--- config.mk ---
export PLATFORM = sky130hd
export DESIGN_NAME = pt_walker
export DESIGN_NICKNAME = d
export VERILOG_FILES = /design/src/rtl/pt_walker.sv
export SDC_FILE = /design/constraint.sdc
export NUM_CORES = 1
export LEC_CHECK = 0
export CELL_PAD_IN_SITES_DETAIL_PLACEMENT = 1
export CELL_PAD_IN_SITES_GLOBAL_PLACEMENT = 1
export CORE_MARGIN = 5
export CORE_UTILIZATION = 30
export CTS_CLUSTER_DIAMETER = 80
export DETAILED_ROUTE_END_ITERATION = 8
export PLACE_DENSITY = 0.87
export SYNTH_ARGS = -nofsm -noshare
export SYNTH_HDL_FRONTEND = slang
export SYNTH_SLANG_ARGS = --single-unit
export TNS_END_PERCENT = 20
--- constraint.sdc ---
create_clock -name clk -period 2.1 [get_ports clk]
set_input_delay 0.315 -clock clk [delete_from_list [all_inputs] [get_ports clk]]
set_output_delay 0.315 -clock clk [all_outputs]
set_load 0.03 [all_outputs]
--- src/rtl/pt_walker.sv ---
module pt_walker (
  input  logic        clk,
  input  logic        rst_n,
  input  logic        req_valid,
  input  logic [31:0] req_lin,
  input  logic        req_user,
  input  logic        req_write,
  input  logic        cfg_paging,
  input  logic        cfg_wp,
  input  logic        cfg_pse,
  input  logic [31:0] cfg_base,
  input  logic [31:0] cfg_a20_mask,
  output logic        busy,
  output logic        mem_req,
  output logic        mem_we,
  output logic [31:0] mem_addr,
  output logic [31:0] mem_wdata,
  input  logic [31:0] mem_rdata,
  input  logic        mem_ready,
  output logic        done,
  output logic        fault,
  output logic [31:0] res_paddr,
  output logic        res_write,
  output logic        res_large,
  output logic [2:0]  err_code,
  output logic [31:0] fault_lin
);
  localparam int B_P  = 0;
  localparam int B_RW = 1;
  localparam int B_US = 2;
  localparam int B_A  = 5;
  localparam int B_D  = 6;
  localparam int B_PS = 7;

  typedef enum logic [2:0] {
    S_IDLE, S_RD_DIR, S_WR_DIR, S_RD_TBL, S_WR_FIN, S_DONE, S_FAULT
  } st_t;

  st_t         st;
  logic [31:0] lin_r, a20_r, dir_r, fin_r;
  logic [19:0] base_r;
  logic        usr_r, wr_r, pg_r, wp_r, pse_r, large_r, eu_r, ew_r, prot_r;

  logic [31:0] dir_addr, tbl_addr, fin_addr;
  logic        big, tbl_eu, tbl_ew;

  assign dir_addr = {base_r, lin_r[31:22], 2'b00} & a20_r;
  assign tbl_addr = {dir_r[31:12], lin_r[21:12], 2'b00} & a20_r;
  assign fin_addr = large_r ? dir_addr : tbl_addr;
  assign big      = mem_rdata[B_PS] & pse_r;
  assign tbl_eu   = mem_rdata[B_US] & dir_r[B_US];
  assign tbl_ew   = mem_rdata[B_RW] & dir_r[B_RW];

  function automatic logic violates(input logic u, input logic w, input logic wp,
                                    input logic eu, input logic ew);
    return u ? (!eu || (w && !ew)) : (wp && w && !ew);
  endfunction

  function automatic logic needs_upd(input logic [31:0] e, input logic w);
    return !e[B_A] || (w && !e[B_D]);
  endfunction

  assign busy      = st != S_IDLE;
  assign mem_req   = st inside {S_RD_DIR, S_WR_DIR, S_RD_TBL, S_WR_FIN};
  assign mem_we    = st inside {S_WR_DIR, S_WR_FIN};
  assign mem_addr  = (st == S_RD_DIR || st == S_WR_DIR) ? dir_addr :
                     (st == S_RD_TBL) ? tbl_addr : fin_addr;
  assign mem_wdata = (st == S_WR_DIR) ? (dir_r | (32'd1 << B_A)) :
                     (fin_r | (32'd1 << B_A) | ({31'd0, wr_r} << B_D));

  always_ff @(posedge clk) begin
    if (!rst_n) begin
      st <= S_IDLE;
      lin_r <= '0; a20_r <= '0; dir_r <= '0; fin_r <= '0; base_r <= '0;
      usr_r <= 1'b0; wr_r <= 1'b0; pg_r <= 1'b0; wp_r <= 1'b0; pse_r <= 1'b0;
      large_r <= 1'b0; eu_r <= 1'b0; ew_r <= 1'b0; prot_r <= 1'b0;
    end else begin
      case (st)
        S_IDLE: if (req_valid) begin
          lin_r <= req_lin; usr_r <= req_user; wr_r <= req_write;
          pg_r <= cfg_paging; wp_r <= cfg_wp; pse_r <= cfg_pse;
          base_r <= cfg_base[31:12]; a20_r <= cfg_a20_mask;
          large_r <= 1'b0; prot_r <= 1'b0;
          st <= cfg_paging ? S_RD_DIR : S_DONE;
        end
        S_RD_DIR: if (mem_ready) begin
          dir_r <= mem_rdata;
          if (!mem_rdata[B_P]) st <= S_FAULT;
          else if (big) begin
            large_r <= 1'b1; fin_r <= mem_rdata;
            eu_r <= mem_rdata[B_US]; ew_r <= mem_rdata[B_RW];
            if (violates(usr_r, wr_r, wp_r, mem_rdata[B_US], mem_rdata[B_RW])) begin
              prot_r <= 1'b1; st <= S_FAULT;
            end else st <= needs_upd(mem_rdata, wr_r) ? S_WR_FIN : S_DONE;
          end else st <= mem_rdata[B_A] ? S_RD_TBL : S_WR_DIR;
        end
        S_WR_DIR: if (mem_ready) st <= S_RD_TBL;
        S_RD_TBL: if (mem_ready) begin
          fin_r <= mem_rdata; eu_r <= tbl_eu; ew_r <= tbl_ew;
          if (!mem_rdata[B_P]) st <= S_FAULT;
          else if (violates(usr_r, wr_r, wp_r, tbl_eu, tbl_ew)) begin
            prot_r <= 1'b1; st <= S_FAULT;
          end else st <= needs_upd(mem_rdata, wr_r) ? S_WR_FIN : S_DONE;
        end
        S_WR_FIN: if (mem_ready) st <= S_DONE;
        default:  st <= S_IDLE;
      endcase
    end
  end

  assign done      = st == S_DONE;
  assign fault     = st == S_FAULT;
  assign err_code  = {usr_r, wr_r, prot_r};
  assign fault_lin = lin_r;
  assign res_large = pg_r & large_r;
  assign res_paddr = (!pg_r   ? lin_r :
                      large_r ? {fin_r[31:22], lin_r[21:0]} :
                                {fin_r[31:12], lin_r[11:0]}) & a20_r;
  assign res_write = !pg_r ||
                     ((fin_r[B_D] || wr_r) && (usr_r ? ew_r : (ew_r || !wp_r)));
endmodule

==> results of run 1 <==
## final cells by class
| type | count | area [um2] |
|---|---|---|
| clock buffers | 18 | 429.2 |
| clock inverters | 14 | 180.2 |
| fillers | 2918 | 13220 |
| inverters | 3 | 11.26 |
| multi-input cells | 722 | 4151 |
| flip-flops and latches | 157 | 3152 |
| well taps | 330 | 412.9 |
| repair buffers | 314 | 3331 |
## routing by layer
layer	track usage	vias up	share of wire
met2	0.3705	268	0.49
met5	0	-	0.0027
li1	-	3652	-
met3	0.06715	62	0.070
met1	0.2508	3822	0.41
met4	0.08327	10	0.034
## flip-flops by register name (all words and copies together), names as in the netlist
name and flops:
pse_r 1, a20_r 32, prot_r 1, fault_lin 32, base_r 20, large_r 1
fin_r 31, wp_r 1, wr_r 1, dir_r 31, ew_r 1, pg_r 1
usr_r 1, st 3
## stage by stage
| step | setup TNS, ns | util | hold slack [ns] |
|---|---|---|---|
| 3_3_place_gp | -0.002694 | 0.4256 | 0.4372 |
| 2_1_floorplan | 0 | - | 0.4283 |
| 4_1_cts | -12.09 | 0.4648 | 0.3319 |
| 3_5_place_dp | -0.1625 | 0.4256 | 0.4442 |
| 5_1_grt | -14.59 | 0.4687 | 0.3706 |
| 6_report | -10.35 | 0.4687 | 0.3658 |
## worst min-delay path by stage
stage                     startpoint               endpoint  cells after the start
2_1_floorplan  fin_r[0]$_SDFFE_PN0P_  fin_r[0]$_SDFFE_PN0P_                      2
3_3_place_gp   a20_r[1]$_SDFFE_PN0P_  a20_r[1]$_SDFFE_PN0P_                      2
3_5_place_dp   dir_r[8]$_SDFFE_PN0P_  dir_r[8]$_SDFFE_PN0P_                      2
4_1_cts                        rst_n     st[1]$_SDFFE_PN0P_                      2
5_1_grt                        rst_n  fin_r[9]$_SDFFE_PN0P_                      2
6_report                       rst_n     st[1]$_SDFFE_PN0P_                      2
## report_power, final
group	switching, mW	total (mW)	internal (mW)
sequential	0.266	3.52	3.25
combinational	1.68	3.05	1.37
clock	1.39	3.29	1.91
## worst max-delay path, delay by kind of cell, from the launching register on
family | cells | cell delay, ns
buffers and inverters | 4 | 0.53
AO/OA/AOI/OAI | 3 | 0.62
AND/OR/NAND/NOR | 1 | 0.06
flip-flops | 1 | 0.39
## synthesized netlist by cell type, types with 2 or more instances
cell      count  area share
nand3b_1      3      0.0030
a21oi_1       8      0.0053
nor3_2        2      0.0027
a21boi_1    154        0.15
and2_1       14       0.012
a31oi_1       5      0.0042
o21a_1        3      0.0030
and3_1        2      0.0017
clkbuf_1     31       0.015
buf_2        28       0.019
nand3_1       2      0.0013
buf_4        15       0.015
nor2_1        6      0.0030
nor2b_1      13       0.011
dfxtp_1     157        0.42
inv_1         3      0.0015
o21ai_0       3      0.0020
a21boi_0     39       0.039
mux2_2       31       0.046
or3_1         3      0.0025
mux2i_1      10       0.013
nand2_1     390        0.19
nand2b_1      7      0.0058
conb_1        2      0.0010
nor3_1        4      0.0027
o22ai_1       3      0.0025
## repair_timing
action	CTS	global route
pin swaps	23	11
resized for setup	122	30
cloned	5	1
endpoints found under the setup margin	75	66
buffers inserted	9	1
## kinds of logic after synthesis
family	count (synthesis)	synth area share
muxes	41	0.05979
DFF	157	0.4184
other	2	0.0009997
xor gates and xnor gates	1	0.001166
buffers and inverters	78	0.05113
AOI/OAI and AO/OA	225	0.2214
and+or+nand+nor	452	0.2472
==> flow_metrics.py, run 1 <==
metrics = {
    "run_status": {
        "outcome": "finished, violations left",
        "violations": "negative setup slack",
    },
    "final_layout": {
        "syn_to_final_growth_pct": 55.31,
        "antenna_cells": 0,
        "drive_above_1_share": 0.2044,
        "layout_commonest_cell": "nand2_1",
        "finish.net_count": 1352,
        "finish.instance_area_um2": 11670,
        "final_cell_mix": "nand2_1, clkdlybuf4s50_1, dfxtp_1",
        "final_cell_count_no_fill": 1558,
    },
    "flow_run": {
        "maxCapViolCount": 0,
    },
    "timing": {
        "finalCriticalPeriod_ns": 2.329,
        "maxSlewViolCount": 0,
        "fin_worst_skew_ns": 0.01900,
        "finalSetupViolations": 61,
        "hold_violations": 0,
        "rsz0062_at_grt": "yes",
        "fmax_ghz": 0.4295,
        "period_share": 1.109,
        "setup_ws_ns": -0.2285,
    },
    "worst_setup_path": {
        "worstSetupPathType": "reg2out",
        "reg2reg_from": "st[1]$_SDFFE_PN0P_",
        "end_kind": "output port",
        "slowest_delay_ns": 0.39,
        "cp.required_ns": 1.78,
        "crit_top_cell": "buf_12",
        "worstPathArrival_ns": 2.01,
        "crit_slowest_cell": "dfxtp_2",
        "path_max_fanout": 8,
        "reg2regPathDepth": 8,
        "crit_path_cell_trace": "o21ba_4 > o21ai_4 > buf_6 > buf_12 > nand2_1 > a21boi_1 > buf_4 > buf_12",
        "critPathCapture": "mem_addr[12]",
        "setup.worst_path.start": "st[0]$_SDFFE_PN0P_",
        "cp-start-kind": "register",
        "reg2reg_slack_ns": 0.22,
        "r2r_end": "dir_r[26]$_SDFFE_PN0P_",
    },
    "clock_tree": {
        "clkLatencyLatePin_ns": 0.43,
        "cts_hold_buf": 0,
        "cts_root_buf": "clkbuf_16",
        "numCtsBuffers": 17,
        "cts_max_path_buffers": 2,
        "htree_levels": 4,
        "clkTransAtPathRegs_ns": 0.07,
        "cts_tree": "done",
        "cts.sinks": 157,
    },
    "power": {
        "p_leak_nw": 4.274,
        "power_density_nw_per_um2": 845.0,
        "power.total_mw": 9.859,
        "vdd_drop_max_uv": 546.6,
    },
    "synthesis": {
        "synthFlopType": "dfxtp_1",
        "synth_edf_count": 0,
        "synth_area_um2": 7512,
        "syn-instance-count": 956,
        "async_flop_share": 0,
        "yosysSeqAreaShare": 0.4184,
        "avgSynthCellArea_um2": 7.858,
        "ys_seq_elements": 157,
        "ys_types": 44,
        "yosysWarnings": 0,
    },
    "floorplan": {
        "io_pins": 275,
        "die_h_um": 168.2,
        "die_x_um": 168.2,
        "placementRows": 58,
        "coreArea_um2": 24890,
        "start_util": 0.3018,
        "die_area_um2": 28300,
    },
    "routing": {
        "drt_iter0_markers": 480,
        "vias": 7814,
        "firstDrtPassIters": 5,
        "wire_per_inst_um": 20.31,
        "drt-total-wl_mm": 31.64,
        "viasPerCell": 5.015,
        "ant_nets": 0,
        "drt_drc_violations_left": 0,
    },
    "placed_design": {
        "place_inst": 1510,
        "place_congestion": 0.9212,
        "dpl_cell_area_um2": 10590,
        "portBuffers": 259,
        "hpwlAfterDp_mm": 22.55,
        "dp_slack_ns": -0.03379,
    },
    "grt": {
        "grt-ovfl-total": 0,
        "grt_max_degree": 73,
        "grt_pass1_wl_mm": 47.31,
        "antenna_found_initial": 5,
        "grt_pass1_vias": 8100,
        "grtUsageTotal": 0.2155,
    },
    "worst_hold_path": {
        "hold_class": "in2reg",
    },
}
No activity file was read; power rests on OpenSTA's default activity.
==> inputs of run 2 (changes only) <==
--- a/config.mk
+++ b/config.mk
@@ -7,6 +7,7 @@
 export LEC_CHECK = 0
 export CELL_PAD_IN_SITES_DETAIL_PLACEMENT = 1
 export CELL_PAD_IN_SITES_GLOBAL_PLACEMENT = 1
+export CORE_ASPECT_RATIO = 0.9
 export CORE_MARGIN = 5
 export CORE_UTILIZATION = 30
 export CTS_CLUSTER_DIAMETER = 80
==> run 2 against run 1 <==
Net effect: the flow still finishes with violations (negative setup slack); power rose by 1.9%; setup slack got worse by 0.024 ns; global-route usage up 0.46 points; combinational power up 2%; sequential power about the same; routed wire length grew 2.2%; flip-flop and latch count did not move; critical endpoint is now mem_addr[9]; highest routed layer unchanged.
==> flow_metrics.py, run 2 (synthesis results as in run 1) <==
metrics = {
    "run_status": {
        "outcome": "finished, violations left",
        "violations": "negative setup slack",
    },
    "floorplan": {
        "die_area_um2": 28310,
        "die_x_um": 176.8,
        "coreArea_um2": 24910,
        "die_h_um": 160.1,
        "placementRows": 55,
        "start_util": 0.3016,
        "io_pins": 275,
    },
    "worst_setup_path": {
        "cpLargestDelayFamily": "buffers and inverters",
        "cp-start-kind": "register",
        "worstSetupPathType": "reg2out",
        "cp_num_buf_inv": 4,
        "end_kind": "output port",
        "crit_path_cell_trace": "buf_12 > nand3b_1 > o21ai_4 > buf_6 > buf_12 > nand2_2 > a21boi_2 > buf_6",
        "reg2reg_slack_ns": 0.17,
        "path_max_fanout": 8,
        "slowest_delay_ns": 0.37,
        "cp.required_ns": 1.78,
        "crit_slowest_cell": "dfxtp_4",
        "worstPathArrival_ns": 2.04,
    },
    "grt": {
        "grt_pass1_wl_mm": 48.66,
        "grt_pass1_vias": 8412,
        "grt-ovfl-total": 0,
        "antenna_found_initial": 3,
        "grt_max_degree": 80,
        "grtUsageTotal": 0.2201,
    },
    "timing": {
        "maxSlewViolCount": 0,
        "rsz0062_at_grt": "yes",
        "tns_ns": -9.844,
        "period_share": 1.120,
        "fin_worst_skew_ns": 0.009475,
        "finalSetupViolations": 63,
        "finalCriticalPeriod_ns": 2.353,
        "hold_violations": 0,
        "setup_ws_ns": -0.2525,
        "fmax_ghz": 0.4251,
    },
    "final_layout": {
        "syn_to_final_growth_pct": 60.63,
        "drive_above_1_share": 0.2187,
        "layout_commonest_cell": "nand2_1",
        "final_core_util": 0.4844,
        "finish.instance_area_um2": 12070,
        "final_cell_mix": "nand2_1, clkdlybuf4s50_1, dfxtp_1",
        "finish.net_count": 1363,
        "antenna_cells": 0,
    },
    "worst_hold_path": {
        "hold_class": "in2reg",
    },
    "power": {
        "p_leak_nw": 4.446,
        "vdd_drop_max_uv": 494.7,
        "power.total_mw": 10.05,
        "power_density_nw_per_um2": 832.9,
    },
    "routing": {
        "vias": 7782,
        "firstDrtPassIters": 5,
        "drt_drc_violations_left": 0,
        "ant_nets": 0,
        "drt-total-wl_mm": 32.33,
        "drt_iter0_markers": 371,
        "wire_per_inst_um": 20.45,
        "viasPerCell": 4.922,
    },
    "placed_design": {
        "portBuffers": 259,
        "dpl_cell_area_um2": 10620,
        "place_congestion": 0.9238,
        "hpwlAfterDp_mm": 22.81,
    },
    "clock_tree": {
        "cts_tree": "done",
        "numCtsBuffers": 17,
        "cts_root_buf": "clkbuf_16",
        "clkLatencyLatePin_ns": 0.43,
        "cts_max_path_buffers": 2,
        "cts.sinks": 157,
        "clkTransAtPathRegs_ns": 0.07,
        "htree_levels": 4,
    },
    "flow_run": {
        "maxCapViolCount": 0,
    },
}
==> run 2: cell types whose count changed in the layout (fill, tap and decap cells not counted), sizes merged <==
cell | before | now
dlygate4sd2 | 3 | 2
buf | 113 | 138
clkdlybuf4s15 | 24 | 11
clkinvlp | 0 | 2
clkinv | 4 | 1
inv | 10 | 11
==> run 2: area by class of cell <==
cell class	instances	area, um2
Tap cell	342	427.9
Timing Repair Buffer	325	3543
Sequential cell	157	3152
Fill cell	2912	12840
Clock buffer	18	439.2
Multi-Input combinational cell	722	4297
Inverter	3	11.26
Clock inverter	14	196.4
==> run 2: what timing repair did <==
item	in CTS	in global routing
cloned	7	1
hold buffers	0	0
buffers inserted	16	1
resized for setup	220	44
hold endpoints to repair	0	0
endpoints found under the setup margin	75	75
pin swaps	33	15
==> run 2: worst paths after layout <==
kind	from	endpoint	depth (start not counted)
max reg2reg	st[2]$_SDFFE_PN0P_	a20_r[26]$_SDFFE_PN0P_	8
min reg2reg	a20_r[0]$_SDFFE_PN0P_	a20_r[0]$_SDFFE_PN0P_	2
max	st[2]$_SDFFE_PN0P_	mem_addr[9]	8
min	rst_n	fault_lin[15]$_SDFFE_PN0P_	2
==> run 2: layer usage <==
metal	wire length, um	global-route usage	vias to the layer above
li1	-	-	3666
met1	13550	0.2600	3834
met2	15670	0.3756	226
met3	2170	0.07101	50
met4	903	0.07630	6
met5	34	0	-
==> run 2: where the power goes <==
group	leakage [nW]	total, mW	switching, mW	internal [mW]
sequential	1.28	3.52	0.273	3.25
clock	0.306	3.41	1.46	1.96
combinational	2.86	3.12	1.70	1.42
total	4.45	10.1	3.43	6.62
==> run 2: per-stage QoR <==
step	hold WS (ns)	cells	setup slack [ns]
after detailed placement	0.4450	1525	-0.05221
after CTS	0.3102	1580	-0.2639
after floorplan	0.4283	957	0.07455
final	0.3316	1581	-0.2525
after global routing	0.3244	1581	-0.3533
after global placement	0.4385	1525	-0.01573
